--- src/rtl/dmareq_pkg.sv ---
package dmareq_pkg;

  localparam int MAX_BURST = 16;
  localparam int CNT_W     = $clog2(MAX_BURST);
  localparam int CFG_W     = 5;

  typedef struct packed {
    logic [1:0] burst;
    logic       rearm;
    logic       dir;
    logic       run;
  } cfg_t;

  typedef enum logic [1:0] {
    ST_IDLE = 2'd0,
    ST_REQ  = 2'd1,
    ST_GAP  = 2'd2
  } seq_st_e;

  function automatic logic [CNT_W-1:0] last_index(input logic [1:0] code);
    int len;
    len = (code == 2'b00) ? 1 : (1 << (int'(code) + 1));
    return CNT_W'(len - 1);
  endfunction

endpackage

--- src/rtl/dmareq_cfg.sv ---
module dmareq_cfg
  import dmareq_pkg::*;
(
  input  logic             clk,
  input  logic             rst_n,
  input  logic             cfg_we,
  input  logic [CFG_W-1:0] cfg_wdata,
  input  logic             stop_req,
  output cfg_t             cfg
);

  cfg_t cfg_q, cfg_d;
  logic cfg_en;

  always_comb begin
    cfg_d  = cfg_q;
    cfg_en = 1'b0;
    if (cfg_we) begin
      cfg_d  = cfg_t'(cfg_wdata);
      cfg_en = 1'b1;
    end else if (stop_req) begin
      cfg_d.run = 1'b0;
      cfg_en    = 1'b1;
    end
  end

  always_ff @(posedge clk or negedge rst_n) begin
    if (!rst_n)      cfg_q <= '0;
    else if (cfg_en) cfg_q <= cfg_d;
  end

  assign cfg = cfg_q;


  stop_clears_run_chk: assert property (@(posedge clk) disable iff (!rst_n)
    (stop_req && !cfg_we) |=> !cfg_q.run);


  write_loads_run_chk: assert property (@(posedge clk) disable iff (!rst_n)
    cfg_we |=> (cfg_q.run == $past(cfg_wdata[0])));

endmodule

--- src/rtl/dmareq_edge.sv ---
module dmareq_edge (
  input  logic clk,
  input  logic rst_n,
  input  logic run,
  input  logic ack_n,
  input  logic rd_n,
  input  logic wr_n,
  output logic cyc_valid,
  output logic xfer_pulse
);

  logic rd_q, wr_q, pulse_q;
  logic strobe_rise;

  assign strobe_rise = (rd_n && !rd_q) || (wr_n && !wr_q);
  assign cyc_valid   = run && !ack_n && strobe_rise;

  always_ff @(posedge clk or negedge rst_n) begin
    if (!rst_n) begin
      rd_q    <= 1'b1;
      wr_q    <= 1'b1;
      pulse_q <= 1'b0;
    end else begin
      rd_q    <= rd_n;
      wr_q    <= wr_n;
      pulse_q <= cyc_valid;
    end
  end

  assign xfer_pulse = pulse_q;


  pulse_needs_ack_chk: assert property (@(posedge clk) disable iff (!rst_n)
    xfer_pulse |-> $past(!ack_n && run));

endmodule

--- src/rtl/dmareq_seq.sv ---
module dmareq_seq
  import dmareq_pkg::*;
(
  input  logic clk,
  input  logic rst_n,
  input  cfg_t cfg,
  input  logic cfg_we,
  input  logic buf_full,
  input  logic buf_empty,
  input  logic ack_n,
  input  logic eot_n,
  input  logic cyc_valid,
  output logic stop_req,
  output logic dreq
);

  seq_st_e          st_q, st_d;
  logic [CNT_W-1:0] cnt_q, cnt_d, last;
  logic             ready, eot_hit, burst_done, single;

  assign ready    = cfg.dir ? buf_empty : buf_full;
  assign last     = last_index(cfg.burst);
  assign single   = (cfg.burst == 2'b00);
  assign eot_hit  = cyc_valid && !eot_n;
  assign stop_req = eot_hit && !cfg.rearm;

  always_comb begin
    st_d       = st_q;
    cnt_d      = cnt_q;
    burst_done = 1'b0;
    if (cfg_we || !cfg.run) begin
      st_d  = ST_IDLE;
      cnt_d = '0;
    end else if (eot_hit) begin
      st_d  = cfg.rearm ? ST_GAP : ST_IDLE;
      cnt_d = '0;
    end else begin
      unique case (st_q)
        ST_IDLE: if (ready) st_d = ST_REQ;
        ST_REQ: begin
          if (single) begin
            if (!ack_n) begin
              st_d       = ST_GAP;
              burst_done = 1'b1;
            end
          end else if (cyc_valid) begin
            if (cnt_q == last) begin
              st_d       = ST_GAP;
              cnt_d      = '0;
              burst_done = 1'b1;
            end else begin
              cnt_d = cnt_q + 1'b1;
            end
          end
        end
        ST_GAP: if (ready && ack_n) st_d = ST_REQ;
        default: st_d = ST_IDLE;
      endcase
    end
  end

  always_ff @(posedge clk or negedge rst_n) begin
    if (!rst_n) begin
      st_q  <= ST_IDLE;
      cnt_q <= '0;
    end else begin
      st_q  <= st_d;
      cnt_q <= cnt_d;
    end
  end

  assign dreq = (st_q == ST_REQ);


  rise_needs_ready_chk: assert property (@(posedge clk) disable iff (!rst_n)
    $rose(dreq) |-> $past(ready && cfg.run));


  idle_when_stopped_chk: assert property (@(posedge clk) disable iff (!rst_n)
    !cfg.run |-> !dreq);


  gap_after_burst_chk: assert property (@(posedge clk) disable iff (!rst_n)
    (dreq && burst_done) |=> !dreq);


  count_in_range_chk: assert property (@(posedge clk) disable iff (!rst_n)
    cnt_q <= last);

endmodule

--- src/rtl/dmareq_ctrl.sv ---
module dmareq_ctrl
  import dmareq_pkg::*;
(
  input  logic             clk,
  input  logic             rst_n,
  input  logic             cfg_we,
  input  logic [CFG_W-1:0] cfg_wdata,
  input  logic             buf_full,
  input  logic             buf_empty,
  input  logic             ack_n,
  input  logic             eot_n,
  input  logic             rd_n,
  input  logic             wr_n,
  output logic             dreq,
  output logic             run_en,
  output logic             xfer_pulse
);

  logic [1:0] rst_sync_q;
  logic       rst_int_n;
  cfg_t       cfg;
  logic       cyc_valid, stop_req;

  always_ff @(posedge clk or negedge rst_n) begin
    if (!rst_n) rst_sync_q <= 2'b00;
    else        rst_sync_q <= {rst_sync_q[0], 1'b1};
  end
  assign rst_int_n = rst_sync_q[1];

  dmareq_cfg i_cfg (
    .clk       (clk),
    .rst_n     (rst_int_n),
    .cfg_we    (cfg_we),
    .cfg_wdata (cfg_wdata),
    .stop_req  (stop_req),
    .cfg       (cfg)
  );

  dmareq_edge i_edge (
    .clk        (clk),
    .rst_n      (rst_int_n),
    .run        (cfg.run),
    .ack_n      (ack_n),
    .rd_n       (rd_n),
    .wr_n       (wr_n),
    .cyc_valid  (cyc_valid),
    .xfer_pulse (xfer_pulse)
  );

  dmareq_seq i_seq (
    .clk       (clk),
    .rst_n     (rst_int_n),
    .cfg       (cfg),
    .cfg_we    (cfg_we),
    .buf_full  (buf_full),
    .buf_empty (buf_empty),
    .ack_n     (ack_n),
    .eot_n     (eot_n),
    .cyc_valid (cyc_valid),
    .stop_req  (stop_req),
    .dreq      (dreq)
  );

  assign run_en = cfg.run;

endmodule

--- config.mk ---
export PLATFORM = sky130hd
export DESIGN_NAME = dmareq_ctrl
export DESIGN_NICKNAME = d
export VERILOG_FILES = /design/src/rtl/dmareq_pkg.sv /design/src/rtl/dmareq_cfg.sv /design/src/rtl/dmareq_edge.sv /design/src/rtl/dmareq_seq.sv /design/src/rtl/dmareq_ctrl.sv
export SDC_FILE = /design/constraint.sdc
export NUM_CORES = 1
export LEC_CHECK = 0
export ABC_AREA = 0
export CORE_UTILIZATION = 30
export DETAILED_ROUTE_END_ITERATION = 10
export GPL_TIMING_DRIVEN = 0
export HOLD_SLACK_MARGIN = 0.05
export PLACE_DENSITY = 0.61
export SLEW_MARGIN = 20
export SYNTH_ARGS = -nofsm -noshare
export SYNTH_HDL_FRONTEND = slang
export SYNTH_SLANG_ARGS = --single-unit
--- constraint.sdc ---
create_clock -name clk -period 1 [get_ports clk]
set_input_delay 0.1 -clock clk [delete_from_list [all_inputs] [get_ports clk]]
set_output_delay 0.1 -clock clk [all_outputs]
set_load 0.05 [all_outputs]
==> summary.txt <==
STA
  – Achievable Freq: 0.5964 GHz
  – Setup ws final: -0.6766 ns
  – Final setup viols: 9
  – Worst-Margin Slew: 0.5648 ns
  – WHS: 0.1678 ns
  – Final worst path period need: 1.677 ns
  – Clock skew: 0.0009424 ns
  – Final hold vios: 0
  – Setup_tns: -4.363 ns
  – Rel. slew slack: 62.35%
  – RSZ-0062 raised after global routing: true
  – Final slew viol count: 0
  – Period utilization: 167.7%

Synthesis
  – Top_reg_cell synth: dfrtp_1
  – FF+latch count, synth: 16
  – Syn Inst Count: 75
  – Synth top area cells: dfrtp_1 44%, mux2_2 8.4%, dfstp_2 6.5%, o21ai_0 3.7%, and2b_1 2.8%
  – Netlist cell types: 36
  – Number of enable flip-flop cells after synthesis: 0
  – Syn_area_per_cell: 10.73 um^2
  – Synth Area in Compound Gates: 12.44%
  – Synth Net Count: 90
  – Synth warnings: 0
  – Largest family of logic cells by synthesized area: simple AND/OR/NAND/NOR gates
  – Asr flop ratio synth: 100.0%
  – Yosys top cell area share: 43.55%
  – Adder-Cell Fraction of Synth Area: 1.555%
  – Commonest cells post-synth: 14 x dfrtp_1, 6 x mux2_2, 6 x o21ai_0
  – Top-count cell post-synth: dfrtp_1
  – Yosys top cell by area: dfrtp_1
  – Post-synthesis mux area share: 9.642%
  – Mapped Area: 804.5 um^2
  – Xor and xnor area share after synthesis: 2.177%
  – Register area share after synthesis: 50.08%
  – Simple-gate share of the synthesized area: 21.77%

Worst hold path
  – Worst min path class: input pin to flip-flop
  – WHS Path Cells: 3
  – Min-Delay Endpoint: i_cfg.cfg[0]
  – Hold_sp: cfg_we

Floorplanning
  – IO Pins: 17
  – Rows: 18
  – Full die area: 2893 um^2
  – Initial core utilization: 32.18%
  – Die span in x: 53.79 um
  – Core region area: 2500 um^2
  – Die Span Y: 53.79 um

GRT
  – Pin count of the biggest net entering global routing: 15
  – First-pass GRT wire length: 2697 um
  – Initial antenna violation count: 0
  – Vias in the first global route: 597
  – Gr ovfl total: 0
  – All-layer global routing usage: 13.30%

Detailed routing
  – DRC errors left: 0
  – Routed via count: 667
  – Antenna-violating nets left: 0
  – Mean routed wirelength per cell: 12.63 um
  – DR pass1 iterations: 4
  – Iter 0 DRT Violations: 3
  – Total wire length: 1693 um
  – Via density: 4.978

Setup path
  – Crit Path Max Fanout: 5
  – WP data required: 1.19 ns
  – R2r startpoint: i_cfg.cfg[3]
  – Reg2reg end: i_seq.st_q[1]
  – Worst EP arrival: 1.87 ns
  – Setup CP Type: flip-flop to flip-flop
  – Reg2reg setup slack: -0.68 ns
  – Worst setup SP type: flip-flop
  – Worst Setup SP: i_cfg.cfg[3]
  – Worst r2r path cells: 5
  – Critical path capture point type: flip-flop

Power and ir drop
  – Design Power: 1.347 mW
  – Pwr dens: 1172 nW/um^2
  – Leakage Power: 0.4735 nW
  – Maximum VDD drop: 0.9351 mV

Clock network
  – Clock-pin slew of the registers on the worst-case setup and hold paths: 0.09 ns
  – CTS Buffer Depth: 2
  – Clk sinks: 16
  – Clk root buf: clkbuf_4
  – TritonCTS clock tree: done
  – Total CTS buffers: 3
  – Worst-skew pair later-pin latency: 0.29 ns
  – H-tree Lvls: 1

Placed design
  – GPL Wtd Cong: 0.8017
  – Hpwl dp: 1165 um
  – IO buf count: 15

Cells and area
  – FF/Latch Area: 406.6 um^2
  – Final #Nets: 120
  – Area Growth Syn to Fin: 42.92%
  – Share of post-route cells with drive strength above 1: 34.62%
  – Area taken by multi-input logic gates: 429.2 um^2
  – Number of fill cells: 256
  – Diodes inserted: 0

Run status
  – Outcome: finished, violations left
  – Violated checks: negative setup slack

Job
  – Max_cap viols: 0
-- power breakdown --
part           leakage [nW]  switching [mW]  internal, mW
combinational         0.263           0.114         0.140
clock                0.0150           0.217         0.155
sequential            0.196          0.0370         0.684
total                 0.474           0.368         0.979
-- placed cells by master (no fill, tap or decap), types with 2 or more instances in the layout --
cell | netlist | routed
clkdlybuf4s50_1 | 0 | 12
dfrtp_1 | 14 | 11
buf_4 | 0 | 8
mux2_2 | 6 | 5
nor2_1 | 4 | 4
o21ai_0 | 6 | 4
and2b_1 | 3 | 3
nand2_1 | 3 | 3
clkbuf_4 | 0 | 3
dfrtp_2 | 0 | 3
buf_6 | 0 | 3
nand2b_4 | 0 | 2
clkbuf_1 | 1 | 2
nand2b_1 | 3 | 2
o21ai_1 | 0 | 2
o211ai_1 | 2 | 2
a21oi_1 | 3 | 2
or3_1 | 3 | 2
dfstp_2 | 2 | 2
-- cell families after synthesis --
| logic type | after synthesis |
|---|---|
| other | 1 |
| muxes | 7 |
| adders and majority gates | 1 |
| buffers and inverters | 4 |
| DFF | 16 |
| and+or+nand+nor | 28 |
| xor gates and xnor gates | 2 |
| AOI/OAI and AO/OA | 16 |
-- worst max-delay path, cell delays in order (launching register included) --
cell	delay (ns)
dfrtp_1	0.43
nor4b_2	0.18
a32oi_1	0.27
a31oi_1	0.12
or3_4	0.35
a31o_1	0.23
-- metrics by stage --
stage | util [%] | worst slack [ns] | instance area (um^2) | std cells
final | 46.00 | -0.6766 | 1150 | 134
after global routing | 46.00 | -0.7615 | 1150 | 134
after CTS | 44.44 | -0.6727 | 1111 | 131
after detailed placement | 40.49 | -0.7939 | 1012 | 120
after global placement | 40.49 | -0.7877 | 1012 | 120
after floorplan | - | -0.6307 | 824.5 | 75
-- how the worst max path moves through the flow --
stage                     to  slack, ns  cells past startpoint
2_1_floorplan  i_seq.st_q[1]      -0.63                      6
3_3_place_gp   i_seq.st_q[1]      -0.79                      7
3_5_place_dp   i_seq.st_q[1]      -0.79                      7
4_1_cts        i_seq.st_q[1]      -0.67                      6
5_1_grt        i_seq.st_q[1]      -0.76                      5
6_report       i_seq.st_q[1]      -0.68                      5
-- flip-flops by register name, summed over array words and instances, names as in the netlist --
register           flops
i_cfg.cfg              5
i_edge.xfer_pulse      1
i_seq.cnt_q            4
i_edge.rd_q            1
rst_sync_q             2
i_seq.st_q             2
i_edge.wr_q            1
-- what timing repair did --
item	in CTS	in global routing
hold buffers	1	0
hold endpoints to repair	2	0
buffers inserted	6	3
resized for setup	24	6
endpoints found under the setup margin	11	10
pin swaps	5	2
-- layer usage --
layer | GRT usage [%] | vias to the layer above | wire length (um)
li1 | - | 329 | -
met2 | 19.14 | 11 | 839
met5 | 0 | - | 0
met4 | 7.895 | 0 | 40
met1 | 18.75 | 322 | 773
met3 | 1.695 | 5 | 40
-- area by class of cell --
type / count / area share (%)
inverter: 3 / 1.523
buffer: 1 / 0.3264
clock buffer: 4 / 2.285
multi-input combinational: 55 / 37.32
timing repair buffer: 25 / 19.91
tap: 30 / 3.264
sequential: 16 / 35.36
No activity file was read; power rests on OpenSTA's default activity.
